File: src/rtl/ctag_pkg.sv
package ctag_pkg;
  // Width of an index over n items, never less than one bit.
  function automatic int unsigned idx_width(input int unsigned n);
    return (n <= 1) ? 1 : $clog2(n);
  endfunction

  // Number of block-number bits consumed by the set index.
  function automatic int unsigned set_bits(input int unsigned sets);
    return (sets <= 1) ? 0 : $clog2(sets);
  endfunction

  // Set chosen by a block number.
  function automatic int unsigned blk_set(input int unsigned blk, input int unsigned sets);
    return blk % sets;
  endfunction

  // Tag kept for a block number.
  function automatic int unsigned blk_tag(input int unsigned blk, input int unsigned sets);
    return blk / sets;
  endfunction
endpackage

File: src/rtl/ctag_match.sv
module ctag_match #(
  parameter int WAYS  = 2,
  parameter int TAG_W = 6,
  parameter int WAY_W = 1
) (
  input  logic                       clk,
  input  logic                       rst_n,
  input  logic [WAYS-1:0][TAG_W-1:0] set_tags,
  input  logic [WAYS-1:0]            set_vld,
  input  logic [TAG_W-1:0]           look_tag,
  output logic [WAYS-1:0]            hit_vec,
  output logic                       hit,
  output logic [WAY_W-1:0]           hit_way,
  output logic                       has_free,
  output logic [WAY_W-1:0]           free_way
);
  // One comparator per way, all working in parallel.
  for (genvar w = 0; w < WAYS; w++) begin : g_cmp
    assign hit_vec[w] = set_vld[w] && (set_tags[w] == look_tag);
  end

  assign hit      = |hit_vec;
  assign has_free = ~&set_vld;

  always_comb begin
    hit_way = '0;
    for (int w = 0; w < WAYS; w++)
      if (hit_vec[w]) hit_way = WAY_W'(w);
  end

  // Lowest invalid way: scan downward so the smallest index wins.
  always_comb begin
    free_way = '0;
    for (int w = WAYS - 1; w >= 0; w--)
      if (!set_vld[w]) free_way = WAY_W'(w);
  end


  single_hit_chk: assert property (@(posedge clk) disable iff (!rst_n) $onehot0(hit_vec));
endmodule

File: src/rtl/ctag_lru.sv
module ctag_lru #(
  parameter int SETS  = 4,
  parameter int WAYS  = 2,
  parameter int SET_W = 2,
  parameter int WAY_W = 1
) (
  input  logic             clk,
  input  logic             rst_n,
  input  logic             flush,
  input  logic [SET_W-1:0] sel_set,
  input  logic             touch,
  input  logic [WAY_W-1:0] touch_way,
  output logic [WAY_W-1:0] victim_way
);
  localparam logic [WAY_W-1:0] OLDEST = WAY_W'(WAYS - 1);

  logic [WAYS-1:0][WAY_W-1:0] age_q [SETS];
  logic [WAYS-1:0]            old_vec;
  logic [WAY_W-1:0]           touch_age;

  // Ages in every set stay a permutation of 0..WAYS-1.
  always_ff @(posedge clk) begin
    if (!rst_n || flush) begin
      for (int s = 0; s < SETS; s++)
        for (int w = 0; w < WAYS; w++)
          age_q[s][w] <= WAY_W'(w);
    end else if (touch) begin
      for (int w = 0; w < WAYS; w++) begin
        if (WAY_W'(w) == touch_way)
          age_q[sel_set][w] <= '0;
        else if (age_q[sel_set][w] < touch_age)
          age_q[sel_set][w] <= age_q[sel_set][w] + 1'b1;
      end
    end
  end

  assign touch_age = age_q[sel_set][touch_way];

  for (genvar w = 0; w < WAYS; w++) begin : g_old
    assign old_vec[w] = (age_q[sel_set][w] == OLDEST);
  end

  always_comb begin
    victim_way = '0;
    for (int w = 0; w < WAYS; w++)
      if (old_vec[w]) victim_way = WAY_W'(w);
  end


  one_oldest_chk: assert property (@(posedge clk) disable iff (!rst_n) $countones(old_vec) == 1);

  touched_young_chk: assert property (@(posedge clk) disable iff (!rst_n)
    (touch && !flush) |=> age_q[$past(sel_set)][$past(touch_way)] == '0);
endmodule

File: src/rtl/ctag_array.sv
module ctag_array
  import ctag_pkg::*;
#(
  parameter int BLK_W   = 8,
  parameter int ENTRIES = 8,
  parameter int WAYS    = 2,
  localparam int SETS   = ENTRIES / WAYS,
  localparam int SET_W  = idx_width(SETS),
  localparam int TAG_W  = BLK_W - set_bits(SETS),
  localparam int WAY_W  = idx_width(WAYS)
) (
  input  logic             clk,
  input  logic             rst_n,
  input  logic             flush,
  input  logic             req_valid,
  output logic             req_ready,
  input  logic [BLK_W-1:0] req_blk,
  output logic             rsp_valid,
  output logic             rsp_hit,
  output logic [WAY_W-1:0] rsp_way
);
  logic [TAG_W-1:0] tag_q [SETS][WAYS];
  logic [WAYS-1:0]  vld_q [SETS];

  logic                       accept;
  logic [SET_W-1:0]           req_set;
  logic [TAG_W-1:0]           req_tag;
  logic [WAYS-1:0][TAG_W-1:0] set_tags;
  logic [WAYS-1:0]            hit_vec;
  logic                       hit;
  logic [WAY_W-1:0]           hit_way;
  logic                       has_free;
  logic [WAY_W-1:0]           free_way;
  logic [WAY_W-1:0]           victim_way;
  logic [WAY_W-1:0]           alloc_way;
  logic                       do_alloc;

  assign req_ready = !flush;
  assign accept    = req_valid && req_ready;
  assign req_set   = SET_W'(blk_set(32'(req_blk), SETS));
  assign req_tag   = TAG_W'(blk_tag(32'(req_blk), SETS));

  always_comb begin
    for (int w = 0; w < WAYS; w++) set_tags[w] = tag_q[req_set][w];
  end

  ctag_match #(.WAYS(WAYS), .TAG_W(TAG_W), .WAY_W(WAY_W)) u_match (
    .clk      (clk),
    .rst_n    (rst_n),
    .set_tags (set_tags),
    .set_vld  (vld_q[req_set]),
    .look_tag (req_tag),
    .hit_vec  (hit_vec),
    .hit      (hit),
    .hit_way  (hit_way),
    .has_free (has_free),
    .free_way (free_way)
  );

  ctag_lru #(.SETS(SETS), .WAYS(WAYS), .SET_W(SET_W), .WAY_W(WAY_W)) u_lru (
    .clk        (clk),
    .rst_n      (rst_n),
    .flush      (flush),
    .sel_set    (req_set),
    .touch      (accept),
    .touch_way  (alloc_way),
    .victim_way (victim_way)
  );

  // A hit refreshes its own way; a miss fills an invalid way or the oldest one.
  assign alloc_way = hit ? hit_way : (has_free ? free_way : victim_way);
  assign do_alloc  = accept && !hit;

  always_ff @(posedge clk) begin
    if (!rst_n || flush) begin
      for (int s = 0; s < SETS; s++) vld_q[s] <= '0;
    end else if (do_alloc) begin
      vld_q[req_set][alloc_way] <= 1'b1;
    end
  end

  always_ff @(posedge clk) begin
    if (!rst_n) begin
      for (int s = 0; s < SETS; s++)
        for (int w = 0; w < WAYS; w++) tag_q[s][w] <= '0;
    end else if (do_alloc) begin
      tag_q[req_set][alloc_way] <= req_tag;
    end
  end

  always_ff @(posedge clk) begin
    if (!rst_n) begin
      rsp_valid <= 1'b0;
      rsp_hit   <= 1'b0;
      rsp_way   <= '0;
    end else begin
      rsp_valid <= accept;
      if (accept) begin
        rsp_hit <= hit;
        rsp_way <= alloc_way;
      end
    end
  end


  rsp_follows_accept_chk: assert property (@(posedge clk) disable iff (!rst_n)
    rsp_valid |-> $past(req_valid && !flush));

  flush_empties_chk: assert property (@(posedge clk) disable iff (!rst_n)
    $past(flush) |-> (vld_q[req_set] == '0));

  fill_lowest_chk: assert property (@(posedge clk) disable iff (!rst_n)
    (do_alloc && has_free) |-> !vld_q[req_set][alloc_way]);

  hit_way_valid_chk: assert property (@(posedge clk) disable iff (!rst_n)
    (accept && hit) |-> hit_vec[alloc_way]);
endmodule

File: config.mk
export PLATFORM = sky130hd
export DESIGN_NAME = ctag_array
export DESIGN_NICKNAME = d
export VERILOG_FILES = /design/src/rtl/ctag_pkg.sv /design/src/rtl/ctag_match.sv /design/src/rtl/ctag_lru.sv /design/src/rtl/ctag_array.sv
export SDC_FILE = /design/constraint.sdc
export NUM_CORES = 1
export LEC_CHECK = 0
export BUFFER_PORTS_ARGS = -buffer_cell sky130_fd_sc_hd__buf_2
export CORE_MARGIN = 1.5
export CORE_UTILIZATION = 45
export DETAILED_ROUTE_END_ITERATION = 8
export SLEW_MARGIN = 20
export SYNTH_ARGS = -nofsm -noshare
export SYNTH_HDL_FRONTEND = slang
export SYNTH_SLANG_ARGS = --single-unit
File: constraint.sdc
create_clock -name clk -period 4 [get_ports clk]
set_clock_uncertainty 0.05 [all_clocks]
set_input_delay 0.6 -clock clk [delete_from_list [all_inputs] [get_ports clk]]
set_output_delay 0.6 -clock clk [all_outputs]
set_load 0.05 [all_outputs]
**Word-level counts from Yosys, hierarchy flattened**

Memory sizes are Yosys's and may differ from the RTL's.
Index checks and enable logic that the tools add are counted.

- Eq/ne operators: 2
- Add/subtract/negate cells: 2
- Multiplexer cells: 49
- Bitwise operators: 3
- Reductions and logical operators: 15
- Magnitude comparators: 6

Operators by type and width:

| operator | count |
|---|---|
| $mux 12 | 3 |
| $mux 1 | 35 |
| $mux 2 | 8 |
| $eq 6x6->1 | 2 |
| $reduce_or 12->1 | 1 |
| $demux 6 s1 | 1 |
| $logic_and 1x1->1 | 6 |
| $mux 6 | 1 |
| $reduce_or 2->1 | 3 |
| $logic_not 1->1 | 3 |
| $add 1x1->1 const B | 2 |
| $ge 2x2->1 const B | 1 |
| $lt 1x1->1 | 2 |
| $lt 1x2->1 const B | 1 |
| $lt 2x1->1 const B | 1 |
| $not 1->2 | 1 |
| $or 1x1->1 | 2 |
| $reduce_and 2->1 | 1 |
| $demux 1 s1 | 1 |
| $ge 1x1->1 const B | 1 |
| $logic_or 1x1->1 | 1 |

- Input port bits: 12
- Flip-flop bits (word level): 3
- Memories kept: 3
- Output and inout port bits: 4
- Bits in writable memories: 64

Memory list:

| name | words | bits a word | read ports | clocked after memory_dff | wr ports | line | RTL |
|---|---|---|---|---|---|---|---|
| tag_q | 4 | 12 | 1 | 0 | 4 | ctag_array.sv:22 | `logic [TAG_W-1:0] tag_q [SETS][WAYS];` |
| u_lru.age_q | 4 | 2 | 1 | 0 | 4 | ctag_lru.sv:17 | `logic [WAYS-1:0][WAY_W-1:0] age_q [SETS];` |
| vld_q | 4 | 2 | 1 | 0 | 4 | ctag_array.sv:23 | `logic [WAYS-1:0] vld_q [SETS];` |

**Longest topological paths before layout**

Gate-level depths: netlist of run 1.
An unclocked memory read counts as a cell.

- Depth in word-level cells: 16
- Gate-level depth with buffers: 10

**Modules after synthesis**

From an unflattened synthesis of run 1, not the netlist that was laid out.

- Cell total of the unflattened synthesis: 237
- Area total of the unflattened synthesis: 3,430.8 um2

Modules (own cells, without submodules):

| module | cells an instance | times used | area each (um2) |
|---|---|---|---|
| ctag_array | 174 | 1 | 2,776.4 |
| ctag_lru | 43 | 1 | 488.0 |
| ctag_match | 20 | 1 | 166.4 |

**Least setup slack after synthesis of run 1**

OpenSTA, ideal clock, no wires.

- Path kind: input port to flip-flop
- Start: input port req_blk[0]
- End: memory tag_q[2][0] (netlist name), enable pin
- Data required time: 3.561 ns
- Arrival time: 2.817 ns
- Path buffers: 3
- Setup slack: 0.745 ns
- Stages: 8
- Library setup time: 0.389 ns
- Path through: buf_6 buf_6 mux4_2 xnor2_1 nand4_1 nand2b_1 buf_2 o41ai_1

RTL lines:

| element | line | RTL |
|---|---|---|
| from (decl) | ctag_array.sv:17 | `input logic [BLK_W-1:0] req_blk,` |
| to (decl) | ctag_array.sv:22 |  |

==> results.json, run 1 <==
{
  "start_util_pct": 47.2,
  "cts_tree": "yes",
  "fp.dieH_um": 90.7,
  "drtAntennaViolNets": 0,
  "r2r_slack_ns": 1.02,
  "final_nets": 298,
  "clock-sinks": 67,
  "p_per_area_mw_per_mm2": 394,
  "io_pins": 16,
  "wl_per_cell_um": 20.2,
  "avgViaCountPerCell": 5.84,
  "hold_ws_ns": 0.469,
  "grt_pass1_vias": 2165,
  "hold_buffers": 0,
  "clock_latency_ns": 0.35,
  "die-area_mm2": 0.00823,
  "timing.rr.start": "tag_q[3][5]",
  "clockPowerShare_pct": 35.4,
  "status": "finished clean",
  "cts-buffers-inserted": 9,
  "rsz0062_at_grt": "no",
  "vias": 2279,
  "drv_slew": 0,
  "grt_pass1_wl_um": 12400,
  "synth.ff_latch_count": 67,
  "max_slew.worst_pin.slew_ns": 0.909,
  "synth_cell_types": 46,
  "drc": 0,
  "synth.cell_area_mm2": 0.00346,
  "holdPathEnd": "u_lru.age_q[2][1]",
  "max_freq_ghz": 0.288,
  "crit_required_ns": 4.00,
  "first_pass_iters": 4,
  "antenna_found_initial": 0,
  "setup_tns_ns": 0,
  "async_flop_share_pct": 0,
  "cp-end-kind": "flop",
  "dp_hpwl_um": 5110,
  "seq_area_mm2": 0.00197,
  "p_seq_share_pct": 53.1,
  "power_switching_w": 0.000366,
  "die_x_um": 90.7,
  "cts_resized": 0,
  "core_mm2": 0.00733,
  "min_path_type": "reg2reg",
  "routabilityCongestion": 0.809,
  "swShare_pct": 24.3,
  "multi_input_area_mm2": 0.00133,
  "port-buffer-count": 15,
  "rr_worst_depth": 7,
  "internal_power_w": 0.00114,
  "period_share_pct": 86.7,
  "grt_util_all_layers_pct": 20.4,
  "synthToLayoutAreaGrowth_pct": 10.5,
  "cts_max_level": 3,
  "post_cts_buffers": 0,
  "fill_cells": 629,
  "seq_area_frac_synth_pct": 57.0,
  "crit_fanout": 21,
  "fp-row-count": 31,
  "path_clk_slew_ns": 0.08,
  "final_util_pct": 52.2,
  "crit_arrival_ns": 3.46,
  "syn_inst": 271,
  "finalHoldViolCount": 0,
  "min_path_cells": 2,
  "path_class": "in2reg",
  "clock_path_buffers": 2,
  "gr-total-overflow": 0,
  "yosys_warnings": 0,
  "grt_max_degree": 29,
  "r2r_end": "tag_q[0][1]",
  "ys.flop_type": "edfxtp_1",
  "drv_cap": 0,
  "diodes": 0,
  "cts_root_buf": "clkbuf_8",
  "syn-num-nets": 283,
  "vdd_drop_max_v": 0.000188,
  "p_comb_share_pct": 11.5,
  "syn_avg_cell_area_um2": 12.8,
  "crit_path_start_kind": "primary input",
  "drtIter0Drc": 128,
  "setup_viol": 0,
  "p_leak_nw": 1.60,
  "post_route_cells_drive_above_1_share_pct": 20.3,
  "routed_wl_um": 7880,
  "synth_enable_flop_cells": 63,
  "min_period_ns": 3.47,
  "hold_start": "u_lru.age_q[2][1]",
  "max_slew_margin_pct": 39.2
}
==> state kept, by name (all words and copies together) (netlist names) <==
name and cells:
vld_q 8, rsp_way 1, u_lru.age_q 8, rsp_valid 1, rsp_hit 1, tag_q 48
==> placed cells by master, fill, tap and decap left out, types with 5 or more instances in the layout <==
master,instances
clkbuf_8,9
buf_4,16
nor2_1,15
nand2_1,10
inv_1,7
mux4_1,5
mux2i_1,5
nor3_1,5
a21oi_1,7
edfxtp_1,63
buf_2,15
mux4_2,7
xnor2_1,8
and3_1,48
o21ai_0,7
==> synth_stat cells (5+ instances only) <==
master | count | area, um^2
mux2i_1 | 5 | 50.1
mux4_2 | 7 | 158
buf_6 | 5 | 56.3
buf_1 | 5 | 18.8
and3_1 | 48 | 300
nand2_1 | 10 | 37.5
nor3_1 | 5 | 25.0
inv_1 | 7 | 26.3
a21oi_1 | 7 | 35.0
mux4_1 | 5 | 131
o21ai_0 | 7 | 35.0
xnor2_1 | 8 | 70.1
nor2_1 | 15 | 56.3
edfxtp_1 | 63 | 1890
clkbuf_1 | 13 | 48.8
==> final cells by class <==
class,instances,share of cell area (%)
multi-input cells,170,34.8
inverters,7,0.687
flip-flops and latches,67,51.6
well taps,99,3.24
clock inverters,3,1.01
clock buffers,13,3.63
repair buffers,31,5.10
==> per-stage QoR <==
stage               worst slack, ns  power (W)  std cells  instance area (um^2)
floorplan                     0.745   0.000943        271                  3460
global placement              0.251   0.000989        374                  3640
detailed placement            0.129   0.000990        374                  3640
CTS                           0.480    0.00152        390                  3820
global route                  0.234    0.00156        390                  3820
finish                        0.533    0.00151        390                  3820
==> cell families (layout without fill, tap and decap cells) <==
| logic type | after synthesis | in the layout | synth area share [%] |
|---|---|---|---|
| flip-flops | 67 | 67 | 57.0 |
| multiplexers | 20 | 20 | 10.8 |
| AO/OA/AOI/OAI | 38 | 38 | 7.63 |
| XOR/XNOR | 11 | 11 | 2.78 |
| buffers and inverters | 34 | 54 | 4.92 |
| AND/OR/NAND/NOR | 101 | 101 | 16.9 |
==> worst max path at each step <==
stage,from,endpoint
CTS,req_blk[0],tag_q[0][1]
detailed placement,req_blk[0],tag_q[0][1]
finish,req_blk[0],tag_q[0][1]
floorplan,req_blk[0],tag_q[2][0]
global placement,req_blk[0],tag_q[0][2]
global route,req_blk[0],tag_q[0][1]
==> worst max-delay path: stages <==
cell	delay [ns]
buf_2	0.48
mux4_2	0.59
xor2_1	0.14
a2111oi_0	0.08
nand4_1	0.24
nor3b_2	0.79
buf_4	0.30
a21bo_2	0.23
==> power by group through the flow <==
stage	clock network (W)	logic (W)	registers [W]
after CTS	0.000541	0.000174	0.000802
after global placement	0	0.000173	0.000816
final	0.000533	0.000173	0.000801
after detailed placement	0	0.000173	0.000817
after global routing	0.000572	0.000190	0.000803
after floorplan	0	0.000124	0.000819
==> routing by layer <==
layer  GRT usage, %  vias to the layer above  share of wire [%]  wire length (um)
li1               -                     1067                  -                 -
met1           29.7                     1141                 47              3690
met2           30.5                       59                 47              3730
met3           3.03                       12                4.3               339
met4           8.47                        0                1.5               122
met5              0                        -                  0                 0
(Power assumes the default switching activity.)
==> inputs of run 2 (changes only) <==
--- a/config.mk
+++ b/config.mk
@@ -12,4 +12,5 @@
 export SLEW_MARGIN = 20
 export SYNTH_ARGS = -nofsm -noshare
 export SYNTH_HDL_FRONTEND = slang
+export SYNTH_HIERARCHICAL = 1
 export SYNTH_SLANG_ARGS = --single-unit
==> run 2 against run 1 <==
Routed wire length shrank 13%; sequential share of layout area decreased by 0.96 points; clock power grew 12%; flip-flop and latch count stayed put; highest routed layer unchanged.
==> results.json, run 2 <==
{
  "avgViaCountPerCell": 5.32,
  "rsz0062_at_grt": "no",
  "final_nets": 280,
  "crit_fanout": 31,
  "grt_pass1_wl_um": 11300,
  "clock-sinks": 67,
  "routed_wl_um": 6850,
  "max_freq_ghz": 0.303,
  "syn_avg_cell_area_um2": 14.5,
  "drc": 0,
  "p_leak_nw": 1.40,
  "reg_top3": "tag_q x48, u_lru/age_q x8, vld_q x8",
  "port-buffer-count": 15,
  "syn_inst": 236,
  "vdd_drop_max_v": 0.000249,
  "cts_resized": 0,
  "vias": 1980,
  "die-area_mm2": 0.00814,
  "cts_root_buf": "clkbuf_8",
  "period_share_pct": 82.4,
  "drtAntennaViolNets": 0,
  "gr-total-overflow": 0,
  "wl_per_cell_um": 18.4,
  "largest_reg_flops": 48,
  "timing.rr.start": "tag_q[3][10]",
  "path_clk_slew_ns": 0.07,
  "yosys_warnings": 6,
  "antenna_found_initial": 0,
  "min_period_ns": 3.30,
  "hold_ws_ns": 0.488,
  "dp_hpwl_um": 4760,
  "max_slew.worst_pin.slew_ns": 0.684,
  "post_cts_buffers": 0,
  "fp.dieH_um": 90.2,
  "io_pins": 16,
  "min_path_type": "in2reg",
  "diodes": 0,
  "path_class": "in2reg",
  "layout_commonest_cell": "edfxtp_1",
  "crit_path_start_kind": "primary input",
  "clock_latency_ns": 0.34,
  "layout_common_cells": "63 x edfxtp_1, 44 x and2_1, 16 x mux4_2",
  "crit_arrival_ns": 3.31,
  "hold_start": "req_valid",
  "cp-end-kind": "flop",
  "r2r_slack_ns": 1.00,
  "die_x_um": 90.2,
  "core_mm2": 0.00729,
  "post_route_cells_drive_above_1_share_pct": 26.7,
  "fp-row-count": 31,
  "drv_slew": 0,
  "first_pass_iters": 4,
  "drtIter0Drc": 75,
  "status": "finished clean",
  "max_slew_margin_pct": 54.3,
  "synth.cell_area_mm2": 0.00342,
  "syn-num-nets": 248,
  "crit_required_ns": 4.02,
  "grt_pass1_vias": 2068,
  "cts_tree": "yes",
  "p_per_area_mw_per_mm2": 402,
  "largest-register": "tag_q",
  "hold_buffers": 0,
  "setup_viol": 0,
  "cts-buffers-inserted": 9,
  "synthToLayoutAreaGrowth_pct": 13.8,
  "clock_path_buffers": 2,
  "cts_max_level": 3,
  "finalHoldViolCount": 0,
  "setup_tns_ns": 0,
  "drv_cap": 0,
  "start_util_pct": 46.9,
  "grt_util_all_layers_pct": 18.5,
  "routabilityCongestion": 0.823,
  "critPathLaunch": "req_blk[0]",
  "grt_max_degree": 32
}
[run 2: layer usage]
layer  GRT usage (%)  vias to the layer above  wire length, um
li1                -                      950                -
met1            24.9                      985             3210
met2            30.1                       37             3400
met3            3.38                        8              166
met4            6.35                        0               82
met5               0                        -                0
[run 2: layout make-up]
class                      instances  area (um^2)
fill                             642         3400
sequential                        67         1970
multi-input combinational        156         1380
timing repair buffer              29          193
clock buffer                      10          128
tap                               99          124
clock inverter                     6         80.1
inverter                           5         18.8
[run 2: worst max-delay path, cell delays in order]
cell and delay [ns]:
buf_2 0.10, buf_12 0.21, mux4_2 0.54, xnor2_1 0.21, nand4_1 0.13, nor4_2 0.29, or2_1 0.24, inv_1 0.11
a21oi_1 0.34, and4b_1 0.36, nand3_1 0.14
[run 2: stage by stage]
stage | cell area [um^2] | total power (W) | cells | worst slack [ns] | utilization [%]
finish | 3900 | 0.00157 | 372 | 0.702 | 53.4
global route | 3900 | 0.00162 | 372 | 0.464 | 53.4
CTS | 3900 | 0.00158 | 372 | 0.731 | 53.4
detailed placement | 3690 | 0.000986 | 356 | 0.392 | 50.6
global placement | 3690 | 0.000985 | 356 | 0.394 | 50.6
floorplan | 3420 | 0.000930 | 236 | 0.656 | -
[run 2: path summary, 6_finish.rpt]
| path | to | cells past startpoint |
|---|---|---|
| max | u_lru/age_q[3][1] | 11 |
| min | rsp_valid | 2 |
| max reg2reg | u_lru/age_q[3][1] | 9 |
| min reg2reg | rsp_hit | 2 |
[run 2: where the power goes]
group	total, W	leakage [nW]	internal, W	switching [W]
Clock	0.000597	0.101	0.000346	0.000251
Sequential	0.000803	0.689	0.000795	0.00000842
Combinational	0.000166	0.610	0.0000648	0.000101
